[config.mk]
export PLATFORM = sky130hd
export DESIGN_NAME = sio_irq_vector
export DESIGN_NICKNAME = d
export VERILOG_FILES = /design/src/rtl/irq_vec_pkg.sv /design/src/rtl/irq_req_qual.sv /design/src/rtl/irq_cmd_dec.sv /design/src/rtl/sio_irq_vector.sv
export SDC_FILE = /design/constraint.sdc
export NUM_CORES = 1
export LEC_CHECK = 0
export BUFFER_PORTS_ARGS = -buffer_cell sky130_fd_sc_hd__clkbuf_2
export CAP_MARGIN = 15
export CELL_PAD_IN_SITES_DETAIL_PLACEMENT = 0
export CELL_PAD_IN_SITES_GLOBAL_PLACEMENT = 1
export CORE_MARGIN = 2
export CORE_UTILIZATION = 28
export DETAILED_ROUTE_END_ITERATION = 7
export PLACE_DENSITY_LB_ADDON = 0.1
export SYNTH_ARGS = -nofsm -noshare
export SYNTH_HDL_FRONTEND = slang
export SYNTH_SLANG_ARGS = --single-unit
export TNS_END_PERCENT = 30
[constraint.sdc]
create_clock -name clk -period 1.9 [get_ports clk]
set_input_delay 0.57 -clock clk [delete_from_list [all_inputs] [get_ports clk]]
set_output_delay 0.57 -clock clk [all_outputs]
set_load 0.05 [all_outputs]
[src/rtl/irq_vec_pkg.sv]
package irq_vec_pkg;

  localparam int NCH   = 2;
  localparam int NKIND = 3;
  localparam int NPEND = NCH * NKIND;

  // source kinds: also bit offset inside a channel's pending group
  localparam logic [1:0] K_XS = 2'd0;
  localparam logic [1:0] K_TX = 2'd1;
  localparam logic [1:0] K_RX = 2'd2;

  // command field values (command register bits 5:3)
  localparam logic [2:0] CMD_RST_XS  = 3'b010;
  localparam logic [2:0] CMD_RST_TX  = 3'b101;
  localparam logic [2:0] CMD_RST_IUS = 3'b111;

  // vector low nibble fields
  localparam logic [3:0] VIS_CHA  = 4'b1000;
  localparam logic [3:0] VIS_MASK = 4'b1110;
  localparam logic [3:0] VIS_SRC  = 4'b0110;

  // pending bit position: channel A (0) sits above channel B (1)
  function automatic logic [2:0] pend_bit(input logic ch, input logic [1:0] k);
    return ch ? {1'b0, k} : ({1'b0, k} + 3'd3);
  endfunction

  function automatic logic [3:0] vis_flag(input logic [1:0] k);
    case (k)
      K_RX:    return 4'b0100;
      K_XS:    return 4'b0010;
      default: return 4'b0000;
    endcase
  endfunction

  // vector update when an event is recorded in status mode
  function automatic logic [3:0] vis_record(input logic [3:0] v, input logic was_empty,
                                            input logic [1:0] k, input logic ch);
    logic [3:0] r;
    r = was_empty ? (v & ~VIS_MASK) : v;
    r = r | vis_flag(k);
    if (!ch) r = r | VIS_CHA;
    return r;
  endfunction

  function automatic logic cmd_known(input logic [2:0] c);
    return (c == CMD_RST_XS) || (c == CMD_RST_TX) || (c == CMD_RST_IUS);
  endfunction

endpackage

[src/rtl/irq_req_qual.sv]
module irq_req_qual
  import irq_vec_pkg::*;
#(
  parameter int CH = NCH
) (
  input  logic                  mie,
  input  logic [CH-1:0]         rx_ie,
  input  logic [CH-1:0]         tx_ie,
  input  logic [CH-1:0]         xs_ie,
  input  logic [CH-1:0]         rx_arrive,
  input  logic [CH-1:0]         tx_done,
  input  logic [CH-1:0]         xs_evt,
  input  logic [CH-1:0]         rx_busy,
  output logic [CH*NKIND-1:0]   req
);
  for (genvar g = 0; g < CH; g++) begin : g_ch
    assign req[g*NKIND + int'(K_RX)] = mie & rx_ie[g] & rx_arrive[g] & ~rx_busy[g];
    assign req[g*NKIND + int'(K_TX)] = tx_ie[g] & tx_done[g];
    assign req[g*NKIND + int'(K_XS)] = xs_ie[g] & xs_evt[g];
  end
endmodule

[src/rtl/irq_cmd_dec.sv]
module irq_cmd_dec
  import irq_vec_pkg::*;
(
  input  logic             cmd_wr,
  input  logic [2:0]       cmd_code,
  input  logic [NKIND-1:0] chan_pend,
  output logic [NKIND-1:0] clr,
  output logic             hit
);
  always_comb begin
    clr = '0;
    hit = cmd_wr & cmd_known(cmd_code);
    if (cmd_wr) begin
      case (cmd_code)
        CMD_RST_XS: clr[K_XS] = 1'b1;
        CMD_RST_TX: clr[K_TX] = 1'b1;
        CMD_RST_IUS: begin
          if (chan_pend[K_RX])      clr[K_RX] = 1'b1;
          else if (chan_pend[K_TX]) clr[K_TX] = 1'b1;
          else if (chan_pend[K_XS]) clr[K_XS] = 1'b1;
        end
        default: clr = '0;
      endcase
    end
  end
endmodule

[src/rtl/sio_irq_vector.sv]
module sio_irq_vector
  import irq_vec_pkg::*;
#(
  parameter logic [3:0] VEC_BASE = 4'h0
) (
  input  logic       clk,
  input  logic       rst_n,
  input  logic       mie,
  input  logic       vis_en,
  input  logic [1:0] rx_ie,
  input  logic [1:0] tx_ie,
  input  logic [1:0] xs_ie,
  input  logic [1:0] rx_arrive,
  input  logic [1:0] rx_last_rd,
  input  logic [1:0] tx_done,
  input  logic [1:0] xs_evt,
  input  logic       cmd_wr,
  input  logic       cmd_chan,
  input  logic [2:0] cmd_code,
  output logic [7:0] pend_rd,
  output logic [7:0] vec_rd,
  output logic       irq,
  output logic       wr0_clr
);
  localparam int PAD = 8 - NPEND;

  logic [NPEND-1:0] pend_q, pend_rdclr, pend_cmd, pend_nxt;
  logic [3:0]       vec_q, vec_cmd, vec_nxt;
  logic             irq_q, clr_q;
  logic [NKIND-1:0] sel_pend, cmd_clr;
  logic             cmd_hit;
  logic [NPEND-1:0] req;
  logic [NCH-1:0]   rx_busy;

  // stage 1: last character read
  always_comb begin
    pend_rdclr = pend_q;
    for (int c = 0; c < NCH; c++)
      if (rx_last_rd[c]) pend_rdclr[pend_bit(1'(c), K_RX)] = 1'b0;
  end

  assign sel_pend = cmd_chan ? pend_rdclr[2:0] : pend_rdclr[5:3];

  irq_cmd_dec u_dec (
    .cmd_wr   (cmd_wr),
    .cmd_code (cmd_code),
    .chan_pend(sel_pend),
    .clr      (cmd_clr),
    .hit      (cmd_hit)
  );

  // stage 2: command
  always_comb begin
    pend_cmd = pend_rdclr;
    vec_cmd  = vec_q;
    for (int k = 0; k < NKIND; k++)
      if (cmd_clr[k]) pend_cmd[pend_bit(cmd_chan, 2'(k))] = 1'b0;
    if (cmd_clr[K_RX] && !pend_cmd[pend_bit(~cmd_chan, K_RX)])
      vec_cmd = vec_cmd & ~vis_flag(K_RX);
    if (cmd_clr[K_XS] && !pend_cmd[pend_bit(~cmd_chan, K_XS)])
      vec_cmd = vec_cmd & ~vis_flag(K_XS);
    if (cmd_hit) begin
      if (pend_cmd[5:3] == '0) vec_cmd = vec_cmd & ~VIS_CHA;
      if (pend_cmd == '0 && vis_en) vec_cmd = (vec_cmd & ~VIS_MASK) | VIS_SRC;
    end
  end

  assign rx_busy = {pend_cmd[pend_bit(1'b1, K_RX)], pend_cmd[pend_bit(1'b0, K_RX)]};

  irq_req_qual #(.CH(NCH)) u_qual (
    .mie      (mie),
    .rx_ie    (rx_ie),
    .tx_ie    (tx_ie),
    .xs_ie    (xs_ie),
    .rx_arrive(rx_arrive),
    .tx_done  (tx_done),
    .xs_evt   (xs_evt),
    .rx_busy  (rx_busy),
    .req      (req)
  );

  // stage 3: record new events, channel A first, rx/tx/xs order
  always_comb begin
    pend_nxt = pend_cmd;
    vec_nxt  = vec_cmd;
    for (int c = 0; c < NCH; c++) begin
      for (int k = NKIND - 1; k >= 0; k--) begin
        if (req[c*NKIND + k]) begin
          if (vis_en) vec_nxt = vis_record(vec_nxt, pend_nxt == '0, 2'(k), 1'(c));
          pend_nxt[pend_bit(1'(c), 2'(k))] = 1'b1;
        end
      end
    end
  end

  always_ff @(posedge clk) begin
    if (!rst_n) begin
      pend_q <= '0;
      vec_q  <= VIS_SRC;
      irq_q  <= 1'b0;
      clr_q  <= 1'b0;
    end else begin
      pend_q <= pend_nxt;
      vec_q  <= vec_nxt;
      irq_q  <= |pend_nxt;
      clr_q  <= cmd_hit;
    end
  end

  assign pend_rd = {{PAD{1'b0}}, pend_q};
  assign vec_rd  = {VEC_BASE, vec_q};
  assign irq     = irq_q;
  assign wr0_clr = clr_q;


  irq_level_chk: assert property (@(posedge clk) disable iff (!rst_n)
    irq == (pend_q != '0));


  src_default_chk: assert property (@(posedge clk) disable iff (!rst_n)
    (cmd_hit && vis_en) |=> (pend_q != '0 || vec_q[3:1] == 3'b011));


  cha_flag_chk: assert property (@(posedge clk) disable iff (!rst_n)
    cmd_hit |=> (pend_q[5:3] != '0 || !vec_q[3]));


  bad_cmd_chk: assert property (@(posedge clk) disable iff (!rst_n)
    (cmd_wr && !cmd_known(cmd_code)) |=> !wr0_clr);

  for (genvar g = 0; g < NCH; g++) begin : g_chk
    localparam logic [2:0] BRX = pend_bit(1'(g), K_RX);
    localparam logic [2:0] BTX = pend_bit(1'(g), K_TX);
    localparam logic [2:0] BXS = pend_bit(1'(g), K_XS);

    rx_gate_chk: assert property (@(posedge clk) disable iff (!rst_n)
      $rose(pend_q[BRX]) |-> $past(mie && rx_ie[g] && rx_arrive[g]));

    tx_gate_chk: assert property (@(posedge clk) disable iff (!rst_n)
      $rose(pend_q[BTX]) |-> $past(tx_ie[g] && tx_done[g]));

    xs_gate_chk: assert property (@(posedge clk) disable iff (!rst_n)
      $rose(pend_q[BXS]) |-> $past(xs_ie[g] && xs_evt[g]));

    ius_prio_chk: assert property (@(posedge clk) disable iff (!rst_n)
      (cmd_wr && cmd_chan == 1'(g) && cmd_code == CMD_RST_IUS && pend_rdclr[BRX] && pend_q[BTX])
      |=> pend_q[BTX]);

    last_rd_chk: assert property (@(posedge clk) disable iff (!rst_n)
      (rx_last_rd[g] && !rx_arrive[g]) |=> !pend_q[BRX]);
  end

endmodule

==> metrics.txt <==
fmax 558 MHz; die height 59.6 microns; worst min path class reg2reg; Synth Register Bits 11; Die X a little under 60 microns; clock slew at reported path FFs roughly 0.080 ns; Area Growth Syn to Fin 36.3%; GR peak layer met2; Die ar. about 0.0036 sq mm; share of cells above drive strength 1 a little under two fifths; largest net degree at the start of global routing 9; post-DR vias/cell 4.98; critical path endpoint irq; post-route design area between 0.001 and 0.0015 sq mm; CP max stage cell o41a_1; top cell type's share of synthesized area 25.4%; DRT Pass-1 Iters 5; sequential area share after synthesis about a quarter; aggregate global routing overflow 0; PostCTS Resize Cnt 0; initial DRC count around 70; Final ANT Viol Nets 0; initial antenna violation count 0; flop-to-flop setup slack approximately 0.19 ns; Filler cells roughly 310; hold-fix buffers at CTS 0; Setup Slack @ Placement -0.142 ns; number of global-route vias before repair 900; post-CTS setup buffers 0; Syn Area/Cell a little under 8 sq um; CTS buffer count 3; P_leak approximately 0.57 nW; DPL Wire Length between 2 and 2.5 mm; met3 GRT Util 1.97%; Worst Setup Start Kind input pin; drc violations 0; global-route wire length before repair around 4.1 mm; WP data arrival 1.95 ns; DRT Wirelength between 2 and 3 mm; Post-synth ARST share 0%; Netlist cell types 40; Cell Chain, Critical Path clkbuf_2 > xor2_1 > o41ai_2 > o21a_1 > o21ai_1 > o41a_1; CP required between 2 and 2.5 ns; final core occ between 30 and 40%; Post-Syn Instances approximately 110; Core Area between 0.003 and 0.004 sq mm; PnR worst setup slack 0.107 ns; Routed wire per std cell 13.5 microns; Main synth FF type dfxtp_1; Largest stage delay, worst path approximately 0.4 ns; CP delay by family, top compound AO/OA/AOI/OAI gates; CP Max Fanout 7; Setup TNS 0 ns; CTS tree built; Max Cap Violations 0; final hold vios 0; CP Depth 6; reg2reg end irq; Initial Util between 20% and 30%; post-route total power 698 uW; synth warn 0; row cnt 20; Ant. Diodes 0; Tcrit/Tclk final a little over nine tenths; number of synthesized flops with an enable pin 0; GR Layer Usage met1 about a fifth; clk root buf clkbuf_4; worst r2r src pend_q[5]; status finished, final reports clean; Setup crit end kind register; RePlAce Congestion 0.909; worst setup path start cmd_code[0]; met2 Track Usage GR between 20% and 30%; skew final approximately 0.0025 ns; nets@finish between 150 and 200; VDD IR max about 0.00029 V; worst skew pair latency ~0.27 ns; Synth area leaders dfxtp_1 (25%), buf_4 (6.9%), nand2_1 (5.6%), a21oi_1 (5.2%), nand3_1 (3.5%); IO Port Bufs 33; CTS max path bufs 2; CTS HTree Levels 1; commonest non-fill, non-tap cells in the layout clkbuf_2 (33), buf_4 (19), nand2_1 (13), dfxtp_1 (10), a21oi_1 (9); RSZ-0062 raised after global routing false; Setup CP Type in2reg; commonest non-fill, non-tap cell in the layout clkbuf_2; final setup vio count 0; routed vias approximately 1,000; PwrDens around 600 mW/mm^2; Sinks on Clock Net 11; IO Count 41; crit path time final between 1.5 and 2 ns; GRT Resource Usage Total about 15%; Slew Viols, Final 0; Reg2Reg Depth 5; Synth area leader dfxtp_1; Crit path buffers/inverters 1; placed inst area approximately 0.0012 sq mm; mapped cell area 866 sq um
## cells in the mapped netlist, types with 3 or more instances
| cell | instances |
|---|---|
| nand3_1 | 6 |
| o21a_1 | 3 |
| o21ai_1 | 6 |
| and2b_1 | 3 |
| nor2_1 | 7 |
| nor3_1 | 3 |
| nand2_1 | 13 |
| nand2b_1 | 3 |
| o21ai_0 | 6 |
| dfxtp_1 | 11 |
| a21oi_1 | 9 |
| buf_4 | 8 |
## cells by family after synthesis
kind of cell	count (synthesis)	share of synthesized area [%]
AND/OR/NAND/NOR	46	28.3
XOR/XNOR	1	1.01
flip-flops	11	25.4
buffers and inverters	13	10.3
AO/OA/AOI/OAI	39	33.4
multiplexers	1	1.16
other	1	0.433
## sequential cells by signal, indices dropped and copies added (netlist names)
signal	count
pend_q	6
vec_q	3
irq	1
wr0_clr	1
## routing by layer
metal  vias up  wire length (microns)  part of all wire, %
met2        30                   1260                   48
met1       440                   1250                   47
met4         0                     28                  1.1
li1        495                      -                    -
met3         6                     92                  3.5
met5         -                      0                    0
## stage by stage
| step | hold WS (ns) | cells |
|---|---|---|
| after detailed placement | 0.526 | 191 |
| after CTS | 0.529 | 195 |
| after global placement | 0.512 | 191 |
| final | 0.530 | 195 |
| after global routing | 0.539 | 195 |
| after floorplan | 0.650 | 118 |
## worst min path at each step
stage / startpoint / end / depth (start not counted)
after floorplan: rst_n / vec_q[2] / 1
after global placement: pend_q[1] / pend_q[1] / 2
after detailed placement: pend_q[4] / pend_q[4] / 2
after CTS: rst_n / vec_q[2] / 2
after global routing: rst_n / vec_q[2] / 2
final: pend_q[4] / pend_q[4] / 2
## cell type report
cell class                      count  area [sq um]  share of cell area, %
Multi-Input combinational cell     94           579                   49.1
Timing Repair Buffer               52           308                   26.1
Sequential cell                    11           221                   18.8
Tap cell                           33          41.3                   3.50
Clock buffer                        4          26.3                   2.23
Inverter                            1          3.75                  0.318
## tightest hold or removal path, cell delays in order (launching register included)
cell	delay, ns
dfxtp_1	0.36
nand2_1	0.07
a21oi_1	0.06
## report_power, final
part | internal [mW] | switching [mW]
Sequential | 0.246 | 0.0124
Clock | 0.0813 | 0.0895
Combinational | 0.0935 | 0.175
(Power assumes the default switching activity.)
